**src/rtl/ss_seq_pkg.sv**
```systemverilog
package ss_seq_pkg;

    localparam int VID_W = 6;

    typedef enum logic [2:0] {
        ST_SHUT,
        ST_DELAY,
        ST_RAMP,
        ST_RUN,
        ST_OFF_WAIT,
        ST_OFF_DONE,
        ST_LOCK_OFF,
        ST_OV
    } seq_state_e;

    typedef struct packed {
        logic pwm_on;
        logic trip_sd;
        logic dac_keep;
    } seq_ctl_t;

    // The two highest codes request the regulator to be off.
    function automatic logic is_off_code(input logic [VID_W-1:0] code);
        return code[VID_W-1:1] == {(VID_W-1){1'b1}};
    endfunction

    // Linear code-to-target map: code 0 is the highest target.
    function automatic int vid_to_steps(input logic [VID_W-1:0] code,
                                        input int max_steps,
                                        input int per_code);
        return max_steps - int'(code) * per_code;
    endfunction

    function automatic seq_ctl_t decode_state(input seq_state_e st);
        seq_ctl_t c;
        c.pwm_on   = (st == ST_RAMP) || (st == ST_RUN) || (st == ST_OFF_WAIT);
        c.trip_sd  = (st == ST_OFF_DONE);
        c.dac_keep = c.pwm_on;
        return c;
    endfunction

endpackage

```
**src/rtl/ss_td1_timer.sv**
```systemverilog
module ss_td1_timer #(
    parameter int CYCLES = 136000
) (
    input  logic clk,
    input  logic rst,
    input  logic run,
    output logic done
);
    localparam int CW = $clog2(CYCLES + 1);

    logic [CW-1:0] cnt_q;

    assign done = run && (cnt_q == CW'(CYCLES - 1));

    always_ff @(posedge clk) begin
        if (rst || !run) begin
            cnt_q <= '0;
        end else if (!done) begin
            cnt_q <= cnt_q + CW'(1);
        end
    end

endmodule

```
**src/rtl/ss_dac_ramp.sv**
```systemverilog
module ss_dac_ramp #(
    parameter int DAC_W = 9
) (
    input  logic             clk,
    input  logic             rst,
    input  logic             clr,
    input  logic             track,
    input  logic             tick,
    input  logic [DAC_W-1:0] target,
    output logic [DAC_W-1:0] dac
);
    logic [DAC_W-1:0] dac_q;

    always_ff @(posedge clk) begin
        if (rst || clr) begin
            dac_q <= '0;
        end else if (track && tick) begin
            if (dac_q < target) begin
                dac_q <= dac_q + DAC_W'(1);
            end else if (dac_q > target) begin
                dac_q <= dac_q - DAC_W'(1);
            end
        end
    end

    assign dac = dac_q;


    step_size_chk: assert property (@(posedge clk) disable iff (rst)
        !clr |=> (dac_q == $past(dac_q) ||
                  dac_q == $past(dac_q) + DAC_W'(1) ||
                  dac_q == $past(dac_q) - DAC_W'(1)));


    no_tick_hold_chk: assert property (@(posedge clk) disable iff (rst)
        (!clr && !tick) |=> (dac_q == $past(dac_q)));

endmodule

```
**src/rtl/ss_off_delay.sv**
```systemverilog
module ss_off_delay #(
    parameter int STROBES = 2
) (
    input  logic clk,
    input  logic rst,
    input  logic arm,
    input  logic strobe,
    output logic done
);
    localparam int OW = $clog2(STROBES + 1);

    logic [OW-1:0] seen_q;

    assign done = arm && strobe && (seen_q == OW'(STROBES - 1));

    always_ff @(posedge clk) begin
        if (rst || !arm) begin
            seen_q <= '0;
        end else if (strobe && !done) begin
            seen_q <= seen_q + OW'(1);
        end
    end

endmodule

```
**src/rtl/ss_sequencer.sv**
```systemverilog
module ss_sequencer
    import ss_seq_pkg::*;
#(
    parameter int TD1_CYCLES     = 136000,
    parameter int MAX_STEPS      = 256,
    parameter int STEPS_PER_CODE = 2,
    parameter int OFF_STROBES    = 2,
    parameter int DAC_W          = 9
) (
    input  logic             clk,
    input  logic             rst,
    input  logic             por_ok,
    input  logic             pwr_en,
    input  logic             vtt_en,
    input  logic [5:0]       vid,
    input  logic             ss_tick,
    input  logic             pwm_cycle,
    input  logic             in_window,
    input  logic             ov_fault,
    output logic             pwm_enable,
    output logic             pwm_tristate,
    output logic             ov_trip_shutdown,
    output logic             power_good,
    output logic [DAC_W-1:0] dac_steps
);
    seq_state_e       state_q, state_d;
    seq_ctl_t         ctl_q, ctl_d;
    logic             en_all;
    logic             off_req;
    logic             ov_lat_q;
    logic             td1_done;
    logic             off_done;
    logic             dac_clr;
    logic             dac_track;
    logic [DAC_W-1:0] target;
    logic [DAC_W-1:0] dac_now;

    assign en_all  = por_ok && pwr_en && vtt_en;
    assign off_req = is_off_code(vid);
    assign target  = DAC_W'(vid_to_steps(vid, MAX_STEPS, STEPS_PER_CODE));

    // Overvoltage latch: set by the fault, cleared only by loss of bias.
    always_ff @(posedge clk) begin
        if (rst || !por_ok) begin
            ov_lat_q <= 1'b0;
        end else if (ov_fault) begin
            ov_lat_q <= 1'b1;
        end
    end

    always_comb begin
        state_d = state_q;
        if (!en_all) begin
            state_d = ST_SHUT;
        end else if (ov_fault || ov_lat_q) begin
            state_d = ST_OV;
        end else begin
            unique case (state_q)
                ST_SHUT:     state_d = off_req ? ST_LOCK_OFF : ST_DELAY;
                ST_DELAY: begin
                    if (off_req)       state_d = ST_OFF_DONE;
                    else if (td1_done) state_d = ST_RAMP;
                end
                ST_RAMP: begin
                    if (off_req)                 state_d = ST_OFF_WAIT;
                    else if (dac_now == target)  state_d = ST_RUN;
                end
                ST_RUN: begin
                    if (off_req) state_d = ST_OFF_WAIT;
                end
                ST_OFF_WAIT: begin
                    if (off_done) state_d = ST_OFF_DONE;
                end
                ST_OFF_DONE: state_d = ST_OFF_DONE;
                ST_LOCK_OFF: state_d = ST_LOCK_OFF;
                ST_OV:       state_d = ST_OV;
                default:     state_d = ST_SHUT;
            endcase
        end
    end

    always_comb begin
        ctl_d = decode_state(state_d);
        ctl_q = decode_state(state_q);
    end

    always_ff @(posedge clk) begin
        if (rst) begin
            state_q <= ST_SHUT;
        end else begin
            state_q <= state_d;
        end
    end

    assign dac_clr   = !ctl_d.dac_keep;
    assign dac_track = ((state_q == ST_RAMP) || (state_q == ST_RUN)) &&
                       ((state_d == ST_RAMP) || (state_d == ST_RUN));

    ss_td1_timer #(
        .CYCLES (TD1_CYCLES)
    ) i_td1 (
        .clk  (clk),
        .rst  (rst),
        .run  (state_q == ST_DELAY),
        .done (td1_done)
    );

    ss_dac_ramp #(
        .DAC_W (DAC_W)
    ) i_dac (
        .clk    (clk),
        .rst    (rst),
        .clr    (dac_clr),
        .track  (dac_track),
        .tick   (ss_tick),
        .target (target),
        .dac    (dac_now)
    );

    ss_off_delay #(
        .STROBES (OFF_STROBES)
    ) i_offd (
        .clk    (clk),
        .rst    (rst),
        .arm    (state_q == ST_OFF_WAIT),
        .strobe (pwm_cycle),
        .done   (off_done)
    );

    assign pwm_enable       = ctl_q.pwm_on;
    assign pwm_tristate     = !ctl_q.pwm_on;
    assign ov_trip_shutdown = ctl_q.trip_sd || ov_lat_q;
    assign power_good       = (state_q == ST_RUN) && in_window;
    assign dac_steps        = dac_now;


    enable_loss_chk: assert property (@(posedge clk) disable iff (rst)
        !en_all |=> (!pwm_enable && pwm_tristate && dac_steps == '0 && !power_good));


    ov_sticky_chk: assert property (@(posedge clk) disable iff (rst)
        (ov_lat_q && por_ok) |=> (ov_lat_q && !pwm_enable && ov_trip_shutdown));


    lock_off_hold_chk: assert property (@(posedge clk) disable iff (rst)
        (state_q == ST_LOCK_OFF && en_all && !ov_fault) |=>
            (state_q == ST_LOCK_OFF && !pwm_enable));


    pg_qualify_chk: assert property (@(posedge clk) disable iff (rst)
        power_good |-> (pwm_enable && !ov_trip_shutdown && in_window));


    off_wait_strobe_chk: assert property (@(posedge clk) disable iff (rst)
        (state_q == ST_OFF_WAIT && !pwm_cycle) |=> pwm_enable);

endmodule

```
**config.mk**
```make
export PLATFORM = sky130hd
export DESIGN_NAME = ss_sequencer
export DESIGN_NICKNAME = d
export VERILOG_FILES = /design/src/rtl/ss_seq_pkg.sv /design/src/rtl/ss_td1_timer.sv /design/src/rtl/ss_dac_ramp.sv /design/src/rtl/ss_off_delay.sv /design/src/rtl/ss_sequencer.sv
export SDC_FILE = /design/constraint.sdc
export NUM_CORES = 1
export LEC_CHECK = 0
export ABC_AREA = 1
export BUFFER_PORTS_ARGS = -buffer_cell sky130_fd_sc_hd__clkbuf_2
export CAP_MARGIN = 0
export CORE_MARGIN = 8
export CORE_UTILIZATION = 35
export DETAILED_ROUTE_END_ITERATION = 12
export PLACE_DENSITY_LB_ADDON = 0.12
export SYNTH_ARGS = -nofsm -noshare
export SYNTH_HDL_FRONTEND = slang
export SYNTH_SLANG_ARGS = --single-unit
```
**constraint.sdc**
```tcl
create_clock -name clk -period 3.6 [get_ports clk]
set_clock_uncertainty 0.15 [all_clocks]
set_input_delay 0.54 -clock clk [delete_from_list [all_inputs] [get_ports clk]]
set_output_delay 0.54 -clock clk [all_outputs]
set_load 0.02 [all_outputs]
```
# ---- Word-level counts from Yosys, hierarchy flattened
# Cells that the tools add are included.
# W data, S select, Z words.
dict set report op_classes {
  n_addsub 5
  multipliers 0
  n_div 0
  n_lt_le_gt_ge 2
  eq_ne 14
  shift 0
  mux 12
  bitwise_logic 0
  n_reduce_logical 28
}
# operator n
set op_table {}
lappend op_table {{$mux W3} 9}
lappend op_table {{$pmux W3 S8} 1}
lappend op_table {{$add A18 B1 Y18 const B} 1}
lappend op_table {{$eq A18 B18 Y1 const B} 1}
lappend op_table {{$mux W9} 2}
lappend op_table {{$eq A3 B3 Y1 const B} 5}
lappend op_table {{$eq A3 B2 Y1 const B} 4}
lappend op_table {{$logic_or A1 B1 Y1} 10}
lappend op_table {{$add A9 B1 Y9 const B} 1}
lappend op_table {{$eq A9 B9 Y1} 1}
lappend op_table {{$gt A9 B9 Y1} 1}
lappend op_table {{$logic_and A1 B1 Y1} 9}
lappend op_table {{$lt A9 B9 Y1} 1}
lappend op_table {{$sub A9 B1 Y9 const B} 1}
lappend op_table {{$sub A9 B7 Y9 const A} 1}
lappend op_table {{$logic_not A1 Y1} 6}
lappend op_table {{$eq A5 B5 Y1 const B} 1}
lappend op_table {{$eq A3 B1 Y1 const B} 1}
lappend op_table {{$logic_not A3 Y1} 1}
lappend op_table {{$add A2 B1 Y2 const B} 1}
lappend op_table {{$eq A2 B1 Y1 const B} 1}
lappend op_table {{$reduce_and A2 Y1} 1}
lappend op_table {{$reduce_bool A2 Y1} 1}
dict set report totals {
  ff_bits 33
  latch_bits 0
  ram_bits 0
  rom_bits 0
  inputBits 15
  out_inout_bits 13
  elab_cells 66
  memories 0
}

# ---- Logic depth before layout (Yosys ltp)
dict set report logic_depth {
  depth_word 12
  depth_mapped 21
}

# ---- Modules after synthesis
# From an unflattened synthesis, not the netlist that was laid out.
dict set report unflattened {
  cells_unflattened 439
  area_unflattened_um2 2745.1
}
# mod n_inst cells_each area_each_um2 seq_area_each_um2
set modules_own_cells {}
lappend modules_own_cells {ss_td1_timer 1 164 1073.5 360.3}
lappend modules_own_cells {ss_dac_ramp 1 129 907.1 180.2}
lappend modules_own_cells {ss_sequencer 1 129 648.1 80.1}
lappend modules_own_cells {ss_off_delay 1 17 116.4 40.0}

# ---- Worst setup path before layout
# Ideal clock, no wire load.
dict set report synth_timing {
  path_kind {input to register}
  start {input vid[1]}
  end {register i_dac.dac_q[8] (netlist: i_dac.dac[8])}
  setup_time_ns 0.116
  arrival_ns 3.092
  required_ns 3.334
  setup_slack_ns 0.242
  stages 19
  path_buffers 0
  path_cell_list {nor3_1 > nand3_1 > or2_2 > nand2_1 > ha_1 > a21oi_1 > o21a_1 > nand2_1 > ha_1 > a21oi_1 > o21ai_0 > a21oi_1 > inv_1 > nand2_1 > nand2_1 > nand2_1 > nand2_1 > inv_1 > nor2_1}
}
dict set report synth_between {
  elab_chain_cells 12
  word_cells_on_any_way 25
  cone_classes {1 x add/sub; 2 x order compare; 5 x eq/ne; 9 x mux; 8 x reduce/logical}
}
# item line_no
set synth_rtl {}
lappend synth_rtl {{start: declaration} ss_sequencer.sv:15} ;# input logic [5:0] vid,
lappend synth_rtl {{$sub A9 B7 Y9} ss_seq_pkg.sv:31} ;# return max_steps - int'(code) * per_code;
lappend synth_rtl {{$eq A9 B9 Y1} ss_sequencer.sv:66} ;# else if (dac_now == target) state_d = ST_RUN;
lappend synth_rtl {{$mux W3} ss_sequencer.sv:66}
lappend synth_rtl {{$mux W3} ss_sequencer.sv:65} ;# if (off_req) state_d = ST_OFF_WAIT;
lappend synth_rtl {{$pmux W3 S8} ss_sequencer.sv:58} ;# unique case (state_q)
lappend synth_rtl {{$mux W3} ss_sequencer.sv:55} ;# end else if (ov_fault || ov_lat_q) begin
lappend synth_rtl {{$mux W3} ss_sequencer.sv:53} ;# if (!en_all) begin
lappend synth_rtl {{$eq A3 B2 Y1} {ss_seq_pkg.sv:36, ss_sequencer.sv:97}}
lappend synth_rtl {{$logic_or A1 B1 Y1} {ss_seq_pkg.sv:36, ss_sequencer.sv:97}}
lappend synth_rtl {{$logic_and A1 B1 Y1 / $logic_or A1 B1 Y1 (equally long branches)} {ss_sequencer.sv:96, ss_seq_pkg.sv:36}}
lappend synth_rtl {{$logic_and A1 B1 Y1 / $logic_not A1 Y1 (equally long branches)} {ss_dac_ramp.sv:17, ss_sequencer.sv:95}}
lappend synth_rtl {{$reduce_and A2 Y1 (no source line) / $logic_or A1 B1 Y1 (equally long branches)} --}
lappend synth_rtl {{end signal: assignment} ss_dac_ramp.sv:19} ;# dac_q <= dac_q + DAC_W'(1);
lappend synth_rtl {{end signal: assignment} ss_dac_ramp.sv:21} ;# dac_q <= dac_q - DAC_W'(1);
lappend synth_rtl {{end: declaration} ss_dac_ramp.sv:12} ;# logic [DAC_W-1:0] dac_q;
# Several ways; a longest one is shown, not always the timed one.
# A chain may end at the register's enable or synchronous reset.

# ---- Worst setup path after layout
# Same ends and word-level chain as after synthesis.

==> flow_summary.json <==
{
  "clockBufferDepth": 2,
  "nFillCells": 736,
  "initialDrtViolationCount": 101,
  "r2r_start": "i_dac.dac[2]$_SDFFE_PP0P_",
  "timing.rr.end": "i_dac.dac[8]$_SDFFE_PP0P_",
  "place_inst": 514,
  "grt_pass1_wl_um": 10900,
  "end_kind": "flop",
  "clk-insertion-delay-late_ps": 290,
  "leakagePower_uw": 0.00134,
  "gp_congestion": 0.839,
  "ys_seq_area_share_pct": 26.8,
  "worstMarginPinSlew_ps": 460,
  "hold_end": "state_q[2]$_SDFF_PP0_",
  "fp.dieArea_um2": 9980,
  "post-route-period-util_pct": 89.3,
  "initial_core_util_pct": 36.2,
  "synthesis.instances": 381,
  "slowest_delay_ps": 370,
  "cts_setup_buffers": 0,
  "fin_util_pct": 42.9,
  "grt_usage_pct": 13.2,
  "core.rowCount": 30,
  "avgViaCountPerCell": 4.69,
  "synth_cell_types": 34,
  "die_y_um": 99.9,
  "max_freq_mhz": 311,
  "drt_drc_violations_left": 0,
  "nets": 459,
  "slowest_stage": "ha_1",
  "synth.top_cell.area_share_pct": 26.8,
  "cts_max_level": 2,
  "die_x_um": 99.9,
  "antenna_found_initial": 0,
  "yosysMostFrequentCell": "nand2_1",
  "io_buffers": 27,
  "min-delay-start": "rst",
  "ff_latch_area_um2": 661,
  "critPathMaxFanout": 10,
  "holdPathStages": 2,
  "crit_arrival_ps": 3250,
  "grt_overflow": 0,
  "yosys_warnings": 0,
  "synth_area_leader_cell": "dfxtp_1",
  "cts_root_buf": "clkbuf_8",
  "first_pass_iters": 4,
  "cap_violations": 0,
  "cts_buffers": 5,
  "routedWlPerCell_um": 11.8,
  "ant_nets": 0,
  "worstSetupPathType": "in2reg",
  "ir_drop_mv": 0.153,
  "syn_area_um2": 2460,
  "diodes": 0,
  "clock_sinks": 33,
  "synth_area_per_cell_um2": 6.46,
  "finalSetupViolCount": 0,
  "ys_seq_elements": 33,
  "layout-drive-gt1-share_pct": 19.7,
  "grt_pass1_vias": 2422,
  "cts_tree": "yes",
  "areaGrowthSynthToFinish_pct": 18.4,
  "vias": 2448,
  "status": "completed",
  "holdBufCountCts": 0,
  "yosys-top-cells-area": "dfxtp_1 (27%), nand2_1 (14%), ha_1 (9.1%)",
  "coreArea_um2": 6790,
  "r2r_setup_slack_ps": 890,
  "p_per_area_nw_per_um2": 250,
  "multi_input_comb_area_um2": 1580,
  "cp.required_ps": 3640,
  "critPathLaunchType": "input port",
  "hold_viol": 0,
  "fin_crit_ps": 3210,
  "path_common_cell": "nand2_1",
  "synth_flop_cell": "dfxtp_1",
  "dp_hpwl_um": 4980,
  "grt_max_degree": 14,
  "slew_headroom_pct": 69.3,
  "rsz0062_at_grt": "no",
  "synth_common_cells": "nand2_1 (93), inv_1 (49), nor2_1 (40)",
  "crit_chain": "clkbuf_2 -> nor3_2 -> nand3_1 -> or2_2 -> nand2_1 -> ha_1 -> a21oi_1 -> o21a_1 -> nand2_2 -> ha_1 -> a21oi_1 -> nand2_1 -> a21oi_2 -> inv_1 -> nand2_1 -> nand2_1 -> nand2_1 -> nand2_1 -> inv_1 -> nor2_1",
  "hold_slack_ps": 298,
  "hold_path_class": "in2reg",
  "instances_no_fill": 522,
  "drv_slew": 0,
  "clk_pin_slew_worst_paths_ps": 80,
  "drt-total-wl_um": 6150,
  "io_pins": 28,
  "reg2reg_depth": 18,
  "async_reset_ff_share_pct": 0,
  "syn_nets": 415,
  "ctsResizeCount": 0,
  "synth_edf_count": 0
}
worst max-delay path: cells and delay by family:
family | cells | cell delay, ps
and+or+nand+nor | 11 | 1190
AOI/OAI and AO/OA | 4 | 700
adders and majority gates | 2 | 600
buffers and inverters | 3 | 200
layout make-up:
class,instances,area share (%)
clock buffer,6,2.83
clock inverter,2,0.472
inverter,64,8.24
multi-input combinational,283,54.2
sequential,33,22.7
tap,96,4.12
timing repair buffer,38,7.46
kinds of logic after synthesis:
logic type                 count (synthesis)  share of synthesized area (%)
AOI/OAI and AO/OA                         50                           10.8
xor gates and xnor gates                   7                           2.49
adders and majority gates                 19                           9.96
buffers and inverters                     65                           9.91
DFF                                       33                           26.8
and+or+nand+nor                          207                           40.0
per-stage QoR:
step	area [um^2]	setup slack, ps	setup TNS, ps	total power [uW]
5_1_grt	2920	50.3	0	767
6_report	2920	385	0	729
3_5_place_dp	2800	-107	-224	438
4_1_cts	2890	188	0	739
2_1_floorplan	2460	242	0	415
3_3_place_gp	2800	-94.0	-103	438
report_power, final:
part,switching [uW],internal [uW]
logic,36.6,24.2
clock network,145,155
registers,1.91,366
total,183,546
layer usage:
| metal | track usage (%) | share of wire [%] | vias up |
|---|---|---|---|
| li1 | - | - | 1325 |
| met1 | 17.7 | 53 | 1072 |
| met4 | 4.19 | 1.5 | 0 |
| met5 | 0 | 0 | - |
| met2 | 20.1 | 41 | 42 |
| met3 | 2.98 | 3.9 | 9 |
placed cells by master, fill, tap and decap left out, types with 2 or more instances in the layout:
master     n
nand3_4    2
xor2_1     7
or2_2      3
inv_1     49
nand2_2    3
nor2_2     2
nand2_1   92
buf_4     11
nand2_4    2
clkbuf_2  27
nor2_4     2
nor2_1    40
nor4_1     2
nand3_1   26
or2_1      3
a21oi_2    2
dfxtp_1   33
a31o_2     2
clkbuf_8   6
ha_1      17
o21ai_0   13
nor3_2     3
o21ai_1    2
nor3_1    12
a21oi_1   29
inv_2     14
nand4_1   10
flip-flops by register name, indices dropped and copies added (netlist names):
| signal | cells |
|---|---|
| state_q | 3 |
| i_td1.cnt_q | 18 |
| i_dac.dac | 9 |
| ov_lat_q | 1 |
| i_offd.seen_q | 2 |
worst max-delay path by stage:
stage | start | to | slack (ps) | cells past startpoint
final | vid[1] | i_dac.dac[8]$_SDFFE_PP0P_ | 390 | 20
after CTS | vid[1] | i_dac.dac[8]$_SDFFE_PP0P_ | 190 | 19
after global routing | vid[1] | i_dac.dac[8]$_SDFFE_PP0P_ | 50 | 19
after floorplan | vid[1] | i_dac.dac[8]$_SDFFE_PP0P_ | 240 | 19
after detailed placement | vid[1] | i_dac.dac[8]$_SDFFE_PP0P_ | -110 | 20
after global placement | vid[1] | i_dac.dac[8]$_SDFFE_PP0P_ | -90 | 20
No activity file was read; power rests on OpenSTA's default activity.
